**src/rtl/xtrig_pkg.sv**
```systemverilog
package xtrig_pkg;

  // Strobes from the control module into the delay datapath
  typedef struct packed {
    logic launch;  // accept an event into the delay line
    logic flush;   // rearm: empty the delay line, clear status and output
    logic drop;    // receiver acknowledged the held trigger output
  } xtrigStrobes_t;

endpackage

```
**src/rtl/xtrig_ctrl.sv**
```systemverilog
module xtrig_ctrl
  import xtrig_pkg::*;
(
  input  logic          clk,
  input  logic          rst,
  input  logic          rearmPulse,
  input  logic          localHit,
  input  logic          trigIn,
  input  logic          trigOutAck,
  input  logic          outLevel,
  output xtrigStrobes_t strobes,
  output logic          trigInAck
);

  logic armed;
  logic eventSeen;

  assign eventSeen = trigIn | localHit;

  always_comb begin
    strobes.flush  = rearmPulse;
    strobes.launch = armed & ~rearmPulse & eventSeen;
    strobes.drop   = outLevel & trigOutAck;
  end

  // One-shot arming: cleared by the accepted event, restored by rearm
  always_ff @(posedge clk) begin
    if (rst) begin
      armed <= 1'b1;
    end else if (rearmPulse) begin
      armed <= 1'b1;
    end else if (strobes.launch) begin
      armed <= 1'b0;
    end
  end

  // Input acknowledge follows the trigger input with one cycle of delay
  always_ff @(posedge clk) begin
    if (rst) begin
      trigInAck <= 1'b0;
    end else begin
      trigInAck <= trigIn;
    end
  end

endmodule

```
**src/rtl/xtrig_delay_path.sv**
```systemverilog
module xtrig_delay_path
  import xtrig_pkg::*;
#(
  parameter int LATENCY = 9
) (
  input  logic          clk,
  input  logic          rst,
  input  xtrigStrobes_t strobes,
  output logic          trigOut,
  output logic          triggered
);

  localparam int DEPTH = LATENCY - 1;

  logic [DEPTH-1:0] pipe;
  logic             tailHit;

  assign tailHit = pipe[DEPTH-1];

  for (genvar k = 0; k < DEPTH; k++) begin : g_stage
    if (k == 0) begin : g_head
      always_ff @(posedge clk) begin
        if (rst || strobes.flush) begin
          pipe[0] <= 1'b0;
        end else begin
          pipe[0] <= strobes.launch;
        end
      end
    end else begin : g_body
      always_ff @(posedge clk) begin
        if (rst || strobes.flush) begin
          pipe[k] <= 1'b0;
        end else begin
          pipe[k] <= pipe[k-1];
        end
      end
    end
  end

  always_ff @(posedge clk) begin
    if (rst || strobes.flush) begin
      trigOut <= 1'b0;
    end else if (strobes.drop) begin
      trigOut <= 1'b0;
    end else if (tailHit) begin
      trigOut <= 1'b1;
    end
  end

  always_ff @(posedge clk) begin
    if (rst || strobes.flush) begin
      triggered <= 1'b0;
    end else if (tailHit) begin
      triggered <= 1'b1;
    end
  end

endmodule

```
**src/rtl/xtrig_handshake_top.sv**
```systemverilog
module xtrig_handshake_top
  import xtrig_pkg::*;
#(
  parameter int LATENCY = 9
) (
  input  logic clk,
  input  logic rst,
  input  logic rearmPulse,
  input  logic localHit,
  input  logic trigIn,
  output logic trigInAck,
  output logic trigOut,
  input  logic trigOutAck,
  output logic triggered
);

  xtrigStrobes_t strobes;

  xtrig_ctrl ctrl_i (
    .clk        (clk),
    .rst        (rst),
    .rearmPulse (rearmPulse),
    .localHit   (localHit),
    .trigIn     (trigIn),
    .trigOutAck (trigOutAck),
    .outLevel   (trigOut),
    .strobes    (strobes),
    .trigInAck  (trigInAck)
  );

  xtrig_delay_path #(.LATENCY(LATENCY)) path_i (
    .clk       (clk),
    .rst       (rst),
    .strobes   (strobes),
    .trigOut   (trigOut),
    .triggered (triggered)
  );

endmodule

```
**config.mk**
```make
export PLATFORM = sky130hd
export DESIGN_NAME = xtrig_handshake_top
export DESIGN_NICKNAME = d
export VERILOG_FILES = /design/src/rtl/xtrig_pkg.sv /design/src/rtl/xtrig_ctrl.sv /design/src/rtl/xtrig_delay_path.sv /design/src/rtl/xtrig_handshake_top.sv
export SDC_FILE = /design/constraint.sdc
export NUM_CORES = 1
export LEC_CHECK = 0
export ABC_AREA = 1
export BUFFER_PORTS_ARGS = -buffer_cell sky130_fd_sc_hd__buf_2
export CORE_AREA = 2 2 39 41
export CTS_BUF_LIST = sky130_fd_sc_hd__clkbuf_16
export CTS_CLUSTER_SIZE = 40
export DETAILED_ROUTE_END_ITERATION = 16
export DIE_AREA = 0 0 41 43
export SLEW_MARGIN = 20
export SYNTH_ARGS = -nofsm -noshare
export SYNTH_HDL_FRONTEND = slang
export SYNTH_SLANG_ARGS = --single-unit
```
**constraint.sdc**
```tcl
create_clock -name clk -period 1.05 [get_ports clk]
set_input_delay 0 -clock clk [delete_from_list [all_inputs] [get_ports clk]]
set_output_delay 0 -clock clk [all_outputs]
set_load 0.05 [all_outputs]
```
### Yosys cells after proc, flatten, opt, wreduce, memory -nomap -nowiden

Cells that the tools add are included.

| word-level totals | value |
|---|---|
| input port bits | 6 |
| register bits | 12 |
| word-level logic and storage cells | 20 |

| cells by class | value |
|---|---|
| bitwise gates (word level) | 5 |
| reductions and logical operators | 3 |

Operator list:

| operator | number |
|---|---|
| 2-bit OR reduction | 2 |
| 1-bit AND | 3 |
| 1-bit logical OR | 1 |
| 1-bit inverter | 1 |
| 1-bit bitwise OR | 1 |

### Logic depth before layout (Yosys ltp)

Gate-level depths: netlist of the first run.

| depth | value |
|---|---|
| word-level depth | 3 |
| depth in mapped cells | 3 |
| gate-level depth less buffers | 3 |

### By module

Synthesis of the first run repeated with hierarchy kept, for this count alone.

| unflattened totals | value |
|---|---|
| cells, all modules | 48 |
| area, all modules | 384.1 um2 |

Modules (own cells, without submodules):

| module | times used | cells each | area an instance (um2) |
|---|---|---|---|
| xtrig_delay_path | 1 | 34 | 292.8 |
| xtrig_ctrl | 1 | 14 | 91.3 |

### Worst setup path after synthesis of the first run

Ideal clock, no wire load.

| timing | value |
|---|---|
| path type | reg2reg |
| start point | register path_i.trigOut |
| end point | register path_i.trigOut |
| period minus slack after synthesis | 0.934 ns |
| cell stages (with the launch flop) | 4 |
| data arrival time | 0.820 ns |
| slack | 0.116 ns |
| library setup time | 0.114 ns |
| path through | dfxtp_1 nand2_1 nand2_1 nor2_1 |

| between the ends | value |
|---|---|
| word-level cells in the longest chain between the ends | 2 |

RTL lines:

| element | RTL line | source |
|---|---|---|
| from (decl) | xtrig_delay_path.sv:9 | `output logic trigOut,` |
| from (signal assigned) | xtrig_delay_path.sv:42 | `trigOut <= 1'b0;` |
| from (signal assigned) | xtrig_delay_path.sv:44 | `trigOut <= 1'b0;` |
| from (signal assigned) | xtrig_delay_path.sv:46 | `trigOut <= 1'b1;` |
| 1-bit AND | xtrig_ctrl.sv:23 | `strobes.drop = outLevel & trigOutAck;` |
| 2-bit OR reduction (no line) | -- |  |

Every way passes these cells.
A chain may end at the register's enable or synchronous reset.

### Final worst setup path of the first run

| timing | value |
|---|---|
| start point | register path_i.trigOut |
| end point | output trigOut |

RTL lines:

| element | RTL line | source |
|---|---|---|
| to (decl) | xtrig_handshake_top.sv:12 | `output logic trigOut,` |

No word-level cell between the ends.

==> results.json, run 1 <==
{
  "place.port_buffers": 8,
  "grt_pass1_vias": 255,
  "antenna_found_initial": 0,
  "hold_violations": 0,
  "ir_drop_mv": 0.8875,
  "critPathBufInv": 1,
  "drcViolationCount": 0,
  "wl_um": 536,
  "synth-compound-area-share_pct": 0,
  "r2r-end": "path_i.trigOut",
  "cts_resized": 0,
  "grt-ovfl-total": 0,
  "yosys-mux-area-fraction_pct": 0,
  "place.gp.congestion": 0.6490,
  "slew_violations": 0,
  "synth_nets": 47,
  "grt_setup_unrepaired": "false",
  "p_leak_uw": 0.0002174,
  "path_cells": "buf_2",
  "r2r_slack_ps": 460,
  "ys.warnings.count": 0,
  "syn-instance-count": 41,
  "tns_ps": 0,
  "hold-path-endpoint": "ctrl_i.armed",
  "status": "completed",
  "yosys.area.top_type_share_pct": 62.54,
  "syn_area_um2": 384.1,
  "ant_nets": 0,
  "p_int_uw": 984.4,
  "synth_xor_xnor_area_share_pct": 0,
  "clkPwrFrac_pct": 56.9,
  "path_max_fanout": 3,
  "period_minus_slack_ps": 833.3,
  "finalClockSkew_ps": 4.428,
  "vias": 262,
  "synth_top_cell_by_area": "dfxtp_1",
  "crit_path_start_kind": "register",
  "wl_per_cell_um": 7.549,
  "cts-root-buf": "clkbuf_16",
  "setup_viol": 0,
  "num_antenna_cells": 0,
  "drv_cap": 0,
  "power_switching_uw": 215.8,
  "p_sw_share_pct": 17.98,
  "area_delta_synth_final_pct": 41.37,
  "floorplan.initialDensity_pct": 27.76,
  "max_freq_mhz": 1200,
  "avgViaCountPerCell": 3.690,
  "grt_max_degree": 9,
  "drive_gt1_share_pct": 38.18,
  "worst_pin_slew_ps": 246.5,
  "grt_pass1_wl_um": 959,
  "total_power_uw": 1200,
  "fin_crit_sh_pct": 79.37,
  "hold_class": "input pin to register",
  "dieArea_um2": 1763,
  "clk_pin_slew_ps": 40,
  "cts_buffers": 3,
  "crit_start": "path_i.trigOut",
  "r2r_cells": 3,
  "required_ps": 1050,
  "comb_power_share_pct": 4.2,
  "ys_ff_latch": 12,
  "dp_hpwl_um": 339.7,
  "cp_top_family": "flip-flops",
  "clock-sinks": 12,
  "h-tree-depth": 1,
  "core_um2": 1384,
  "synth_top_family_by_area": "simple AND/OR/NAND/NOR gates",
  "rows": 14,
  "max_stage_delay_ps": 330,
  "cts.path.max_buffers": 2,
  "endpoint_kind": "output port",
  "hold_depth": 3,
  "powerDensity_nw_per_um2": 2210,
  "hp-start": "rearmPulse",
  "first_iter_violations": 1,
  "grt_usage_pct": 8.898,
  "chipWidth_um": 41,
  "critical_path.slowest_cell": "dfxtp_1",
  "synth-simple-area-share_pct": 28.01,
  "seq_area_frac_synth_pct": 62.54,
  "cts_tree": "yes",
  "finish.utilization_pct": 39.24,
  "r2r-start": "path_i.trigOut",
  "crit_type": "register to output port",
  "ys_types": 7,
  "cp_data_arrival_time_ps": 830,
  "pwr-share-seq_pct": 38.9,
  "ios": 9,
  "synthTopCellsByArea": "dfxtp_1, nor2_2, inv_1",
  "post_cts_buffers": 0,
  "clock_latency_ps": 240,
  "synth_fa_ha_area_share_pct": 0,
  "synth.avg_cell_area_um2": 9.369,
  "relSlewSlack_pct": 83.68,
  "firstDrtPassIters": 2,
  "die_y_um": 43,
  "final_nets": 62
}
## cell type report
class | count | area [µm²]
Sequential cell | 12 | 240.2
Fill cell | 137 | 840.8
Clock buffer | 3 | 75.07
Timing Repair Buffer | 10 | 60.06
Tap cell | 16 | 20.02
Multi-Input combinational cell | 20 | 107.6
Inverter | 9 | 36.28
Clock inverter | 1 | 3.754
## placed cells by master, fill, tap and decap left out
cell type	n
buf_2	8
clkbuf_16	3
clkinv_1	1
dfxtp_1	12
dlygate4sd3_1	2
inv_1	8
inv_4	1
nand2_1	5
nor2_1	6
nor2_2	7
nor2_4	2
## registers in the layout, summed over array words and instances (netlist names)
name and cells:
path_i.trigOut 1, path_i.tailHit 1, ctrl_i.armed 1, ctrl_i.trigInAck 1
path_i.pipe 7, path_i.triggered 1
## worst max-delay path by stage
stage                endpoint  slack (ps)  cells after the start
2_1_floorplan  path_i.trigOut         120                      3
3_3_place_gp          trigOut         470                      1
3_5_place_dp          trigOut         460                      1
4_1_cts               trigOut         210                      1
5_1_grt        path_i.pipe[0]         170                      5
6_report              trigOut         220                      1
## routing by layer
metal | wire length, µm | global-route usage [%]
met5 | 0 | 0
met2 | 244 | 10.94
met4 | 8 | 10.00
met1 | 253 | 9.539
met3 | 30 | 4.712
## power groups by stage
| stage | clock network (µW) | registers [µW] | logic [µW] |
|---|---|---|---|
| after CTS | 697 | 467 | 50.1 |
| final | 683 | 467 | 50.1 |
| after global routing | 735 | 467 | 56.1 |
| after detailed placement | 0 | 475 | 44.5 |
| after global placement | 0 | 475 | 44.3 |
| after floorplan | 0 | 482 | 20.7 |
## stage by stage
stage          cell area, µm²  cells  hold WS, ps  setup WS [ps]
3_5_place_dp            444.2     65        211.0          456.4
4_1_cts                 543.0     71        2.739          207.0
6_report                543.0     71        2.716          216.7
5_1_grt                 543.0     71        16.76          165.2
2_1_floorplan           384.1     41        71.18          116.0
3_3_place_gp            444.2     65        205.6          471.0
## repair_timing
action | in CTS | in global routing
endpoints found under the setup margin | 0 | 0
hold endpoints to repair | 1 | 0
hold buffers | 2 | 0
## logic make-up after synthesis
group	count (synthesis)
flip-flops	12
AND/OR/NAND/NOR	20
buffers and inverters	9
## synth_stat cells
| master | number |
|---|---|
| inv_1 | 8 |
| nor2_2 | 7 |
| dfxtp_1 | 12 |
| nand2_1 | 5 |
| inv_4 | 1 |
| nor2_1 | 6 |
| nor2_4 | 2 |
No activity file was read; power rests on OpenSTA's default activity.
==> inputs of run 2 (changes only) <==
clock period = 0.8 ns   (was 1.05 ns; I/O delays follow)
==> results.json, run 2 (synthesis gave the netlist of run 1 again) <==
{
  "status": "completed",
  "clkPwrFrac_pct": 57.0,
  "power_switching_uw": 287.4,
  "fin_crit_sh_pct": 94.42,
  "cts-root-buf": "clkbuf_16",
  "dieArea_um2": 1763,
  "regMostFlops": "path_i.pipe",
  "p_sw_share_pct": 18.18,
  "path_max_fanout": 3,
  "layout_commonest_cell": "dfxtp_1",
  "largest_reg_flops": 7,
  "p_leak_uw": 0.0002181,
  "antenna_found_initial": 0,
  "hold_violations": 0,
  "drive_gt1_share_pct": 41.82,
  "grt-ovfl-total": 0,
  "cts.path.max_buffers": 2,
  "area_delta_synth_final_pct": 43.97,
  "ir_drop_mv": 1.349,
  "grt_usage_pct": 9.990,
  "cts_buffers": 3,
  "final_nets": 62,
  "finish.utilization_pct": 39.96,
  "comb_power_share_pct": 4.3,
  "wl_per_cell_um": 7.718,
  "p_int_uw": 1294,
  "cp_data_arrival_time_ps": 760,
  "powerDensity_nw_per_um2": 2859,
  "relSlewSlack_pct": 90.18,
  "required_ps": 800,
  "vias": 267,
  "drv_cap": 0,
  "max_freq_mhz": 1324,
  "floorplan.initialDensity_pct": 27.76,
  "hold_class": "input pin to register",
  "slew_violations": 0,
  "setup_viol": 0,
  "place.port_buffers": 8,
  "core_um2": 1384,
  "die_y_um": 43,
  "wl_um": 548,
  "first_iter_violations": 2,
  "chipWidth_um": 41,
  "place.gp.congestion": 0.6061,
  "grt_setup_unrepaired": "false",
  "ios": 9,
  "crit_path_start_kind": "register",
  "ant_nets": 0,
  "clock_latency_ps": 240,
  "rows": 14,
  "drcViolationCount": 0,
  "avgViaCountPerCell": 3.761,
  "pwr-share-seq_pct": 38.8,
  "post_cts_buffers": 0,
  "crit_type": "register to output port",
  "critPathBufInv": 1,
  "whs_ps": 2.437,
  "n_fill_cell": 145,
  "endpoint_kind": "output port",
  "path_cells": "buf_4",
  "clock-sinks": 12,
  "max_stage_delay_ps": 330,
  "worst_pin_slew_ps": 147.0,
  "tns_ps": 0,
  "grt_max_degree": 9,
  "h-tree-depth": 1,
  "cts_tree": "yes",
  "firstDrtPassIters": 2,
  "dp_hpwl_um": 359.4,
  "clk_pin_slew_ps": 40,
  "mostFrequentLayoutCells": "dfxtp_1, inv_1, nor2_2",
  "period_minus_slack_ps": 755.4,
  "grt_pass1_wl_mm": 1.097,
  "cp_top_family": "flip-flops",
  "critical_path.slowest_cell": "dfxtp_2",
  "total_power_uw": 1581,
  "grt_pass1_vias": 280,
  "num_antenna_cells": 0,
  "finalClockSkew_ps": 0.2583
}
run 2: cell types whose count changed in the layout (fill, tap and decap cells not counted), sizes merged:
cell / delta
buf: -1
clkbuf: +1
run 2: final timing paths:
kind | depth (start not counted) | end | from | slack [ps]
worst min-delay path | 3 | ctrl_i.armed | rearmPulse | 2
worst min register to register | 2 | path_i.pipe[5] | path_i.pipe[4] | 420
worst max register to register | 3 | path_i.trigOut | path_i.trigOut | 220
worst max-delay path | 1 | trigOut | path_i.trigOut | 40
run 2: what timing repair did:
item | 4_1_cts | 5_1_grt
pin swaps | 0 | 0
cloned | 0 | 0
endpoints found under the setup margin | 2 | 1
hold endpoints to repair | 1 | 0
resized for setup | 2 | 1
hold buffers | 2 | 0
run 2: routing by layer:
layer / track usage, % / routed length [µm] / part of all wire [%]
met1: 11.11 / 241 / 44
met3: 6.283 / 39 / 7.1
met2: 12.81 / 252 / 46
met5: 0 / 0 / 0
met4: 8.000 / 14 / 2.6
run 2: final cells by class:
class	instances	area, µm²	area share [%]
well taps	16	20.02	3.620
clock inverters	1	3.754	0.6787
flip-flops and latches	12	242.7	43.89
multi-input cells	20	107.6	19.46
repair buffers	10	67.56	12.22
inverters	9	36.28	6.561
clock buffers	3	75.07	13.57
run 2: through the flow:
step / cells / area (µm²) / setup WS (ps)
detailed placement: 65 / 446.7 / 225.2
global placement: 65 / 446.7 / 231.2
finish: 71 / 553.0 / 44.63
CTS: 71 / 550.5 / 11.43
global route: 71 / 553.0 / 14.08
floorplan: 41 / 386.6 / 35.80
run 2: power by group through the flow:
stage	Sequential, µW	Clock [µW]	Combinational (µW)
2_1_floorplan	633	0	27.2
3_3_place_gp	623	0	57.7
3_5_place_dp	624	0	58.9
4_1_cts	613	913	66.8
5_1_grt	614	952	76.0
6_report	613	901	67.3
==> inputs of run 3 (changes only) <==
clock period = 0.9 ns   (was 0.8 ns; I/O delays follow)
==> results.json, run 3 (synthesis gave the netlist of run 1 again) <==
{
  "fin_cells": 71,
  "ios": 9,
  "grt_pass1_vias": 261,
  "die_y_um": 43,
  "mostFrequentLayoutCells": "dfxtp_1, inv_1, buf_2",
  "hold_violations": 0,
  "ant_nets": 0,
  "design_area_um2": 544.3,
  "first_iter_violations": 0,
  "dieArea_um2": 1763,
  "status": "completed",
  "firstDrtPassIters": 1,
  "ir_drop_mv": 1.164,
  "clock_latency_ps": 230,
  "placed_area_um2": 445.4,
  "clk_pin_slew_ps": 40,
  "period_minus_slack_ps": 836.1,
  "met2WireLength_um": 267,
  "vias": 252,
  "final_nets": 62,
  "floorplan.initialDensity_pct": 27.76,
  "largest_reg_flops": 7,
  "place.gp.congestion": 0.6077,
  "grt_setup_unrepaired": "false",
  "avgViaCountPerCell": 3.549,
  "p_leak_uw": 0.0002179,
  "grt_usage_pct": 7.265,
  "required_ps": 1070,
  "rows": 14,
  "worst_pin_slew_ps": 247.6,
  "num_antenna_cells": 0,
  "cts-root-buf": "clkbuf_16",
  "antenna_found_initial": 0,
  "n_fill_cell": 141,
  "fin_crit_sh_pct": 92.90,
  "grt_pass1_wl_um": 890,
  "wl_met3_um": 14,
  "h-tree-depth": 1,
  "slew_violations": 0,
  "hold_class": "input pin to register",
  "regMostFlops": "path_i.pipe",
  "drcViolationCount": 0,
  "finalClockSkew_ps": 1.110,
  "endpoint_kind": "register",
  "powerDensity_nw_per_um2": 2549,
  "placedCellCount": 65,
  "cts_tree": "yes",
  "tns_ps": 0,
  "core_um2": 1384,
  "layout_commonest_cell": "dfxtp_1",
  "relSlewSlack_pct": 83.60,
  "cts_buffers": 3,
  "grt_max_degree": 9,
  "path_max_fanout": 8,
  "cts.path.max_buffers": 2,
  "chipWidth_um": 41,
  "wl_um": 487,
  "drt-met1-wl_um": 205,
  "max_freq_mhz": 1196,
  "highest_layer": "met3",
  "grt-ovfl-total": 0,
  "crit_path_start_kind": "input pin",
  "drv_cap": 0,
  "cp_data_arrival_time_ps": 1010,
  "drive_gt1_share_pct": 40.00,
  "setup_viol": 0,
  "wl_per_cell_um": 6.859,
  "place.port_buffers": 8,
  "crit_type": "input pin to register",
  "clock-sinks": 12,
  "area_delta_synth_final_pct": 41.69,
  "dp_hpwl_um": 333.6
}
run 3: timing repair:
| item | CTS | global route |
|---|---|---|
| hold buffers | 2 | 0 |
| resized for setup | 0 | 0 |
| endpoints found under the hold margin | 1 | 0 |
| setup buffers | 0 | 0 |
run 3: critical path: stages:
cell           delay, ps
dlygate4sd3_1        540
buf_2                150
nor2_4               140
inv_4                 90
nor2_2                90
run 3: report_power, final:
| part | switching (µW) | internal [µW] |
|---|---|---|
| Combinational | 35.0 | 22.9 |
| Clock | 202 | 582 |
| Sequential | 2.35 | 543 |
run 3: metal layers:
metal,track usage (%),vias to the layer above
met5,0,-
met3,1.571,0
met1,8.824,109
li1,-,141
met4,4.000,0
met2,11.25,2
run 3: stage by stage:
step           hold slack (ps)  power, µW  setup WS [ps]  utilization [%]
6_report                 1.283       1387          63.86            39.33
5_1_grt                  20.66       1436          9.328            39.33
4_1_cts                  1.902       1411          77.58            39.33
3_5_place_dp             210.2      605.9          328.5            32.19
3_3_place_gp             204.5      605.0          327.9            32.19
2_1_floorplan            71.18      586.4          35.86                -
run 3: cell type report:
class | count | area (µm²) | share of cell area [%]
clock buffer | 3 | 75.07 | 13.79
multi-input combinational | 20 | 107.6 | 19.77
timing repair buffer | 10 | 60.06 | 11.03
sequential | 12 | 241.5 | 44.37
clock inverter | 1 | 3.754 | 0.6897
inverter | 9 | 36.28 | 6.667
tap | 16 | 20.02 | 3.678
run 3: final timing paths:
path / from / endpoint / slack (ps) / depth (start not counted)
worst min-delay path: rearmPulse / ctrl_i.armed / 1 / 3
worst min register to register: path_i.pipe[3] / path_i.pipe[4] / 420 / 2
worst max register to register: path_i.tailHit / path_i.triggered / 300 / 2
worst max-delay path: rst / path_i.pipe[2] / 60 / 5
